### config.mk
export PLATFORM = sky130hd
export DESIGN_NAME = rtcc_core
export DESIGN_NICKNAME = d
export VERILOG_FILES = /design/src/rtl/rtcc_pkg.sv /design/src/rtl/rtcc_calendar.sv /design/src/rtl/rtcc_alarm_cmp.sv /design/src/rtl/rtcc_core.sv
export SDC_FILE = /design/constraint.sdc
export NUM_CORES = 1
export LEC_CHECK = 0
export CAP_MARGIN = 25
export CORE_UTILIZATION = 51
export DETAILED_ROUTE_END_ITERATION = 16
export GPL_TIMING_DRIVEN = 1
export MAX_ROUTING_LAYER = met4
export PLACE_DENSITY = 0.68
export SLEW_MARGIN = 10
export SYNTH_ARGS = -nofsm -noshare
export SYNTH_HDL_FRONTEND = slang
export SYNTH_SLANG_ARGS = --single-unit
### constraint.sdc
create_clock -name clk -period 5.35 [get_ports clk]
set_input_delay 1.07 -clock clk [delete_from_list [all_inputs] [get_ports clk]]
set_output_delay 1.07 -clock clk [all_outputs]
set_load 0.1 [all_outputs]
### src/rtl/rtcc_pkg.sv
package rtcc_pkg;

    localparam int FIELD_W  = 8;
    localparam int NUM_TIME = 8;
    localparam int NUM_ALM  = 4;

    // Field order doubles as register offset: sec at 0 up to century at 7.
    typedef struct packed {
        logic [FIELD_W-1:0] cent;
        logic [FIELD_W-1:0] year;
        logic [FIELD_W-1:0] mon;
        logic [FIELD_W-1:0] wday;
        logic [FIELD_W-1:0] mday;
        logic [FIELD_W-1:0] hour;
        logic [FIELD_W-1:0] min;
        logic [FIELD_W-1:0] sec;
    } rtcc_time_t;

    // Alarm fields share the low four positions of the time layout.
    typedef struct packed {
        logic [FIELD_W-1:0] mday;
        logic [FIELD_W-1:0] hour;
        logic [FIELD_W-1:0] min;
        logic [FIELD_W-1:0] sec;
    } rtcc_alarm_t;

    typedef logic [NUM_TIME-1:0][FIELD_W-1:0] rtcc_tvec_t;
    typedef logic [NUM_ALM-1:0][FIELD_W-1:0]  rtcc_avec_t;

    localparam logic [3:0] OFS_ENA   = 4'hC;
    localparam logic [3:0] OFS_FLAGS = 4'hD;
    localparam logic [3:0] OFS_CTRL  = 4'hE;

    localparam int INH_BIT     = 3;
    localparam int ENA_IRQ_BIT = 0;
    localparam int ENA_ALM_BIT = 1;

endpackage

### src/rtl/rtcc_calendar.sv
module rtcc_calendar
    import rtcc_pkg::*;
(
    input  rtcc_time_t cur_i,
    output rtcc_time_t nxt_o
);

    function automatic logic [FIELD_W-1:0] bcd_inc(input logic [FIELD_W-1:0] v);
        if (v[3:0] == 4'd9) return {v[7:4] + 4'd1, 4'd0};
        return v + 8'd1;
    endfunction

    // Divisible by four in BCD: even tens digit needs units 0/4/8, odd needs 2/6.
    function automatic logic bcd_div4(input logic [FIELD_W-1:0] v);
        if (v[4]) return (v[3:0] == 4'd2) || (v[3:0] == 4'd6);
        return (v[3:0] == 4'd0) || (v[3:0] == 4'd4) || (v[3:0] == 4'd8);
    endfunction

    logic               leap;
    logic [FIELD_W-1:0] last_day;
    logic               sec_wrap, min_wrap, hour_wrap, day_wrap, mon_wrap, year_wrap;

    always_comb begin
        leap = (cur_i.year == 8'h00) ? bcd_div4(cur_i.cent) : bcd_div4(cur_i.year);
        case (cur_i.mon)
            8'h04, 8'h06, 8'h09, 8'h11: last_day = 8'h30;
            8'h02:                      last_day = leap ? 8'h29 : 8'h28;
            default:                    last_day = 8'h31;
        endcase

        sec_wrap  = (cur_i.sec == 8'h59);
        min_wrap  = sec_wrap  && (cur_i.min  == 8'h59);
        hour_wrap = min_wrap  && (cur_i.hour == 8'h23);
        day_wrap  = hour_wrap && (cur_i.mday >= last_day);
        mon_wrap  = day_wrap  && (cur_i.mon  >= 8'h12);
        year_wrap = mon_wrap  && (cur_i.year == 8'h99);

        nxt_o     = cur_i;
        nxt_o.sec = sec_wrap ? 8'h00 : bcd_inc(cur_i.sec);
        if (sec_wrap)
            nxt_o.min = (cur_i.min == 8'h59) ? 8'h00 : bcd_inc(cur_i.min);
        if (min_wrap)
            nxt_o.hour = (cur_i.hour == 8'h23) ? 8'h00 : bcd_inc(cur_i.hour);
        if (hour_wrap) begin
            nxt_o.wday = (cur_i.wday >= 8'h07) ? 8'h01 : bcd_inc(cur_i.wday);
            nxt_o.mday = day_wrap ? 8'h01 : bcd_inc(cur_i.mday);
        end
        if (day_wrap)
            nxt_o.mon = mon_wrap ? 8'h01 : bcd_inc(cur_i.mon);
        if (mon_wrap)
            nxt_o.year = year_wrap ? 8'h00 : bcd_inc(cur_i.year);
        if (year_wrap)
            nxt_o.cent = (cur_i.cent == 8'h99) ? 8'h00 : bcd_inc(cur_i.cent);
    end

endmodule

### src/rtl/rtcc_alarm_cmp.sv
module rtcc_alarm_cmp
    import rtcc_pkg::*;
(
    input  rtcc_time_t  now_i,
    input  rtcc_alarm_t alm_i,
    output logic        hit_o
);

    rtcc_tvec_t         now_v;
    rtcc_avec_t         alm_v;
    logic [NUM_ALM-1:0] eq;

    assign now_v = rtcc_tvec_t'(now_i);
    assign alm_v = rtcc_avec_t'(alm_i);

    for (genvar i = 0; i < NUM_ALM; i++) begin : g_field
        assign eq[i] = (now_v[i] == alm_v[i]);
    end

    assign hit_o = &eq;

endmodule

### src/rtl/rtcc_core.sv
module rtcc_core
    import rtcc_pkg::*;
#(
    parameter int               ADDR_W   = 4,
    parameter logic [FIELD_W-1:0] RST_CENT = 8'h20,
    parameter logic [FIELD_W-1:0] RST_YEAR = 8'h00
) (
    input  logic               clk,
    input  logic               rst_n,
    input  logic               tick_i,
    input  logic               wr_en_i,
    input  logic               rd_en_i,
    input  logic [ADDR_W-1:0]  addr_i,
    input  logic [FIELD_W-1:0] wdata_i,
    output logic [FIELD_W-1:0] rdata_o,
    output logic               irq_o
);

    localparam int TIDX_W   = $clog2(NUM_TIME);
    localparam int AIDX_W   = $clog2(NUM_ALM);
    localparam int ALM_BASE = NUM_TIME;
    localparam int ALM_END  = NUM_TIME + NUM_ALM;

    localparam rtcc_time_t RST_TIME = '{
        cent: RST_CENT, year: RST_YEAR, mon: 8'h01, wday: 8'h01,
        mday: 8'h01, hour: 8'h00, min: 8'h00, sec: 8'h00
    };

    typedef struct packed {
        rtcc_time_t         cnt;    // running counters
        rtcc_time_t         vis;    // software-visible copy
        rtcc_alarm_t        alm;
        logic               aie;
        logic               aen;
        logic               flag;
        logic               inh;    // transfer inhibit
        logic               dirty;  // visible copy written while inhibited
        logic               arm;    // transfer due on this edge
        logic               chk;    // alarm compare due on this edge
        logic [FIELD_W-1:0] rdata;
    } rtcc_state_t;

    localparam rtcc_state_t RST_STATE = '{
        cnt: RST_TIME, vis: RST_TIME, alm: '0, aie: 1'b0, aen: 1'b0,
        flag: 1'b0, inh: 1'b0, dirty: 1'b0, arm: 1'b0, chk: 1'b0, rdata: '0
    };

    rtcc_state_t        state_q, state_d;
    rtcc_time_t         cal_in, cal_nxt;
    logic               alm_hit;
    logic               wr_time, wr_ctrl, do_load;
    rtcc_tvec_t         tv_rd, tv_wr;
    rtcc_avec_t         av_rd, av_wr;
    logic [FIELD_W-1:0] rd_val;

    rtcc_calendar u_cal (
        .cur_i (cal_in),
        .nxt_o (cal_nxt)
    );

    rtcc_alarm_cmp u_cmp (
        .now_i (state_q.cnt),
        .alm_i (state_q.alm),
        .hit_o (alm_hit)
    );

    always_comb begin
        state_d = state_q;

        wr_time = wr_en_i && (int'(addr_i) < NUM_TIME);
        wr_ctrl = wr_en_i && (addr_i == OFS_CTRL);
        do_load = wr_ctrl && state_q.inh && !wdata_i[INH_BIT] && state_q.dirty;

        // Counters: one incrementer, fed by the written copy on unfreeze.
        cal_in      = do_load ? state_q.vis : state_q.cnt;
        state_d.cnt = tick_i ? cal_nxt : cal_in;

        // A tick seen while not inhibited schedules one transfer next edge.
        state_d.arm = tick_i && !state_q.inh;
        state_d.chk = tick_i;
        if (state_q.arm)
            state_d.vis = state_q.cnt;

        tv_wr = rtcc_tvec_t'(state_d.vis);
        if (wr_time && state_q.inh) begin
            tv_wr[addr_i[TIDX_W-1:0]] = wdata_i;
            state_d.dirty             = 1'b1;
        end
        state_d.vis = rtcc_time_t'(tv_wr);

        av_wr = rtcc_avec_t'(state_q.alm);
        if (wr_en_i && int'(addr_i) >= ALM_BASE && int'(addr_i) < ALM_END)
            av_wr[addr_i[AIDX_W-1:0]] = wdata_i;
        state_d.alm = rtcc_alarm_t'(av_wr);

        if (wr_en_i && addr_i == OFS_ENA) begin
            state_d.aie = wdata_i[ENA_IRQ_BIT];
            state_d.aen = wdata_i[ENA_ALM_BIT];
        end

        if (wr_ctrl) begin
            state_d.inh = wdata_i[INH_BIT];
            if (!wdata_i[INH_BIT])
                state_d.dirty = 1'b0;
        end

        // Read mux from current state.
        tv_rd  = rtcc_tvec_t'(state_q.vis);
        av_rd  = rtcc_avec_t'(state_q.alm);
        rd_val = '0;
        if (int'(addr_i) < NUM_TIME)
            rd_val = tv_rd[addr_i[TIDX_W-1:0]];
        else if (int'(addr_i) < ALM_END)
            rd_val = av_rd[addr_i[AIDX_W-1:0]];
        else if (addr_i == OFS_ENA) begin
            rd_val[ENA_IRQ_BIT] = state_q.aie;
            rd_val[ENA_ALM_BIT] = state_q.aen;
        end else if (addr_i == OFS_FLAGS)
            rd_val[0] = state_q.flag;
        else if (addr_i == OFS_CTRL)
            rd_val[INH_BIT] = state_q.inh;

        if (rd_en_i) begin
            state_d.rdata = rd_val;
            if (addr_i == OFS_FLAGS)
                state_d.flag = 1'b0;
        end

        // A new match wins over a clearing read in the same cycle.
        if (state_q.chk && state_q.aen && alm_hit)
            state_d.flag = 1'b1;
    end

    always_ff @(posedge clk or negedge rst_n) begin
        if (!rst_n) state_q <= RST_STATE;
        else        state_q <= state_d;
    end

    assign rdata_o = state_q.rdata;
    assign irq_o   = state_q.flag && state_q.aie;

endmodule

* Word level (Yosys, flattened, before mapping)
Index checks and enable logic that the tools add are counted.
** Operators by class
- Add/subtract/negate cells :: 16
- Order comparisons :: 10
- Eq/ne operators :: 33
- Muxes and demuxes :: 85
- Reductions and logical operators :: 36
** Operator list (count)
- two-way mux 8 bit :: 34
- two-way mux 64 bit :: 4
- adder 8 x 1 -> 8 bit (second input constant) :: 8
- bitwise mux 64 bit :: 1
- equality test 4 bit (second input constant) :: 13
- two-way mux 1 bit :: 37
- adder 4 x 1 -> 4 bit (second input constant) :: 8
- bitwise mux 32 bit :: 1
- equality test 8 bit :: 4
- binary-select mux 8 bit (select 3 bit) :: 1
- demux 8 bit (select 3 bit) :: 1
- logical AND 1 bit :: 20
- binary-select mux 8 bit (select 2 bit) :: 1
- demux 8 bit (select 2 bit) :: 1
- equality test 4 x 3 -> 1 bit (second input constant) :: 4
- equality test 8 x 3 -> 1 bit (second input constant) :: 2
- equality test 8 x 7 -> 1 bit (second input constant) :: 2
- equality test 8 bit (second input constant) :: 2
- two-way mux 16 bit :: 1
- case mux 8 bit (2 select lines) :: 1
- equality test 4 x 2 -> 1 bit (second input constant) :: 2
- equality test 8 x 2 -> 1 bit (second input constant) :: 1
- equality test 8 x 4 -> 1 bit (second input constant) :: 1
- equality test 8 x 5 -> 1 bit (second input constant) :: 1
- 20 further kinds :: 29
** Storage, ports and cells
- Bits in registers :: 175
- Bits of input ports :: 17

* Depth between registers and ports, before layout
- Depth in word-level cells :: 22
- Gate-level depth with buffers :: 20
- Gate-level depth less buffers :: 16

* Cells and area by module
Synthesis repeated with hierarchy kept, for this count alone.
** Unflattened totals
- Cells, all modules :: 1132
- Area, all modules :: 11762.5 µm²
** Modules (own cells, without submodules)
- rtcc_core :: times used 1, cells an instance 699, area an instance 8906.0 µm²
- rtcc_calendar :: times used 1, cells an instance 390, area an instance 2509.9 µm²
- rtcc_alarm_cmp :: times used 1, cells an instance 43, area an instance 346.6 µm²

* Least setup slack after synthesis
OpenSTA, ideal clock, no wires.
- Path kind :: in2reg
- Start :: input port addr_i[3]
- End :: register state_q[151] in the netlist's numbering
- Setup time :: 82 ps
- Arrival time :: 4903 ps
- Setup slack :: 365 ps
- Stages :: 19
- Cells stage by stage :: buf_2 and4b_2 nand2_4 buf_6 buf_4 buf_2 mux2i_1 ha_1 nand2_1 nor3_1 inv_1 ha_1 or4b_1 a21oi_2 a311oi_2 o31ai_1 a21oi_2 buf_4 mux2_2
** RTL lines
- from (decl) :: line rtcc_core.sv:13 : input logic [ADDR_W-1:0] addr_i,
- to (signal assigned) :: line rtcc_core.sv:136 : else state_q <= state_d;
- to (decl) :: line rtcc_core.sv:48 : rtcc_state_t state_q, state_d;

==> reports/qor.yml <==
critPathMaxFanout: 16
r2r-end: "state_q[140]$_DFF_PN0_"
p_sw_mw: 1.28
syn_to_final_growth_pct: 11.3
r2r_start: "state_q[11]$_DFFE_PN0N_"
nets: 1249
fillCellCount: 1864
vdd_ir_drop_max_uv: 193
finalPower_mw: 3.90
drc: 2
routabilityCongestion: 0.966
outcome: "complete, but fails checks"
clock_skew_ns: 0.0153
power.density_mw_per_mm2: 305
sw_frac_of_total: 0.327
syn_inst: 1184
slowest_delay_ns: 0.61
crit_arrival_ns: 5.36
ctsHoldBuffers: 0
core_mm2: 0.0220
drive_gt1_frac: 0.162
hp-class: "flop to flop"
rsz0062_at_grt: "no"
violations: "DRC"
whs_endpoint: "rdata_o[0]$_DFFE_PN0P_"
ff_latch_area_mm2: 0.00439
cts.sinks: 175
multiInputGateArea_mm2: 0.00663
combPwrFrac: 0.209
r2r_cells: 16
die_area_mm2: 0.0231
wl_per_cell_um: 23.4
grt_max_degree: 106
p_leak_nw: 5.67
cts_max_level: 4
synth_top_area_frac: 0.364
ys_seq_area_frac: 0.382
synth_edf_count: 0
ys_ff_latch: 175
dieHeight_um: 152
cp_slowest_cell: "clkdlybuf4s50_1"
routed_wl_um: 35100
intPower_mw: 2.63
postSynth.asyncResetShare: 1.00
antenna_cells: 0
synth_warnings: 0
power_frac_seq: 0.447
boundaryPins: 26
crit_top_cell: "ha_1"
layout_common_cells: "166 x dfrtp_1, 128 x mux2i_1, 115 x nand2_1, 82 x nor2_1, 80 x a21oi_1"
critPathLaunchType: "input port"
row_count: 54
postCtsSetupBuffers: 0
fmax_ghz: 0.200
synth_area_leaders: "dfrtp_1 36%, mux2i_1 11%, mux4_2 4.9%"
timing.critical_path.to_type: "flop"
syn_nets: 1226
cts_tree: "yes"
ant_nets: 0
layout_commonest_cell: "dfrtp_1"
critPathKind: "input port to flop"
slew_violations: 0
cts_buffer_depth: 2
port_buffers: 25
dr.pass1.iters: 12
finalHoldViolCount: 0
cts_root_buf: "clkbuf_16"
drt_iter0_markers: 1092
path_cells: "clkdlybuf4s50_1, and4b_1, nand2_4, mux2i_1, ha_1, nand2_1, nor3_1, inv_1, ha_1, or4b_1, a21oi_2, a311oi_2, o31a_2, nor2_1, buf_4, a31oi_1, o22ai_1"
cts_resized: 0
min_period_ns: 5.01
whs_path_depth: 1
grt_pass1_vias: 9235
vias: 9593
synth_area_mm2: 0.0115
grt_usage: 0.322
ys_types: 89
clk_pin_slew_ns: 0.08
max_slew.worst_pin.slew_ns: 0.986
synth_area_leader_cell: "dfrtp_1"
worstSkewPairLatency_ns: 0.44
required_ns: 5.70
timing.slew.headroom: 0.341
initial_core_util: 0.523
cts_buffers: 17
avgViaCountPerCell: 6.40
dp_hpwl_um: 25300
min_from: "rdata_o[0]$_DFFE_PN0P_"
post-route-period-util: 0.937
die_w_um: 152
final.setup.tns_ns: 0
clockPowerShare: 0.344
rrSetupSlack_ns: 1.06
grt_overflow_total: 0
grt_pass1_wl_um: 55100
finalSetupViolCount: 0
syn_avg_cell_area_um2: 9.71
cap_violations: 0
grt_antenna_before_repair: 0
synth-main-ff-cell: "dfrtp_1"
-- flip-flops by register name, indices dropped and copies added, names as in the netlist --
register / cells
rdata_o: 8
av_rd: 32
state_q: 135
-- synthesized netlist by cell type (11+ instances only) --
library cell,count
buf_2,11
o21ai_0,79
mux4_2,25
ha_1,25
o22ai_1,11
nor2_1,82
nor4_1,15
xor2_1,27
nand3_1,51
xnor2_1,19
clkbuf_1,34
buf_4,13
a21oi_1,80
a31oi_1,11
inv_1,33
nor3_1,24
dfrtp_1,167
mux2_2,49
nand2b_1,11
nand2_1,115
mux2i_1,128
-- layout make-up --
| cell class | count | share of cell area |
|---|---|---|
| tap | 280 | 0.0274 |
| inverter | 36 | 0.0106 |
| timing repair buffer | 74 | 0.0516 |
| clock buffer | 19 | 0.0346 |
| clock inverter | 13 | 0.0139 |
| multi-input combinational | 903 | 0.519 |
| sequential | 175 | 0.343 |
-- cells by family after synthesis --
logic type / share of synthesized area
AND/OR/NAND/NOR: 0.165
XOR/XNOR: 0.0351
AO/OA/AOI/OAI: 0.137
adder cells (fa/ha/maj): 0.0272
buffers and inverters: 0.0420
multiplexers: 0.212
flip-flops: 0.382
-- layer usage --
metal  wire, µm  part of all wire  GRT usage
met5          0                 0          -
met4        993             0.028      0.102
met3       3270             0.093     0.0790
met1      14900              0.43      0.435
met2      15900              0.45      0.477
-- power groups by stage --
stage                     clock, mW  sequential, mW  combinational [mW]
after global routing           1.40            1.76               0.890
final                          1.34            1.74               0.817
after CTS                      1.35            1.73               0.811
after floorplan                   0            1.63               0.631
after detailed placement          0            1.75               0.807
after global placement            0            1.75               0.791
-- how the worst max path moves through the flow --
stage                          start                      to  slack, ns  cells after the start
after global placement     addr_i[2]  state_q[162]$_DFF_PN0_       0.07                     16
after floorplan            addr_i[3]  state_q[151]$_DFF_PN1_       0.37                     19
after detailed placement  wdata_i[3]  state_q[162]$_DFF_PN0_      -0.03                     17
after global routing      wdata_i[3]  state_q[170]$_DFF_PN0_       0.15                     17
final                      addr_i[2]  state_q[140]$_DFF_PN0_       0.34                     17
after CTS                 wdata_i[3]  state_q[162]$_DFF_PN0_       0.43                     17
-- critical path, delay by kind of cell --
kind	cells	cell delay [ns]
buffers and inverters	3	0.88
adders and majority gates	2	0.45
muxes	1	0.30
AOI/OAI and AO/OA	5	0.89
and+or+nand+nor	6	1.75
-- stage by stage --
stage	util	instances	hold WS, ns	setup slack [ns]	cell area, µm²
floorplan	-	1184	0.481	0.365	11500
global placement	0.552	1465	0.492	0.0702	12100
detailed placement	0.553	1466	0.495	-0.0317	12100
CTS	0.581	1498	0.509	0.429	12800
global route	0.583	1500	0.536	0.153	12800
finish	0.583	1500	0.505	0.338	12800
Note: power is estimated with default switching activity, not from simulation.
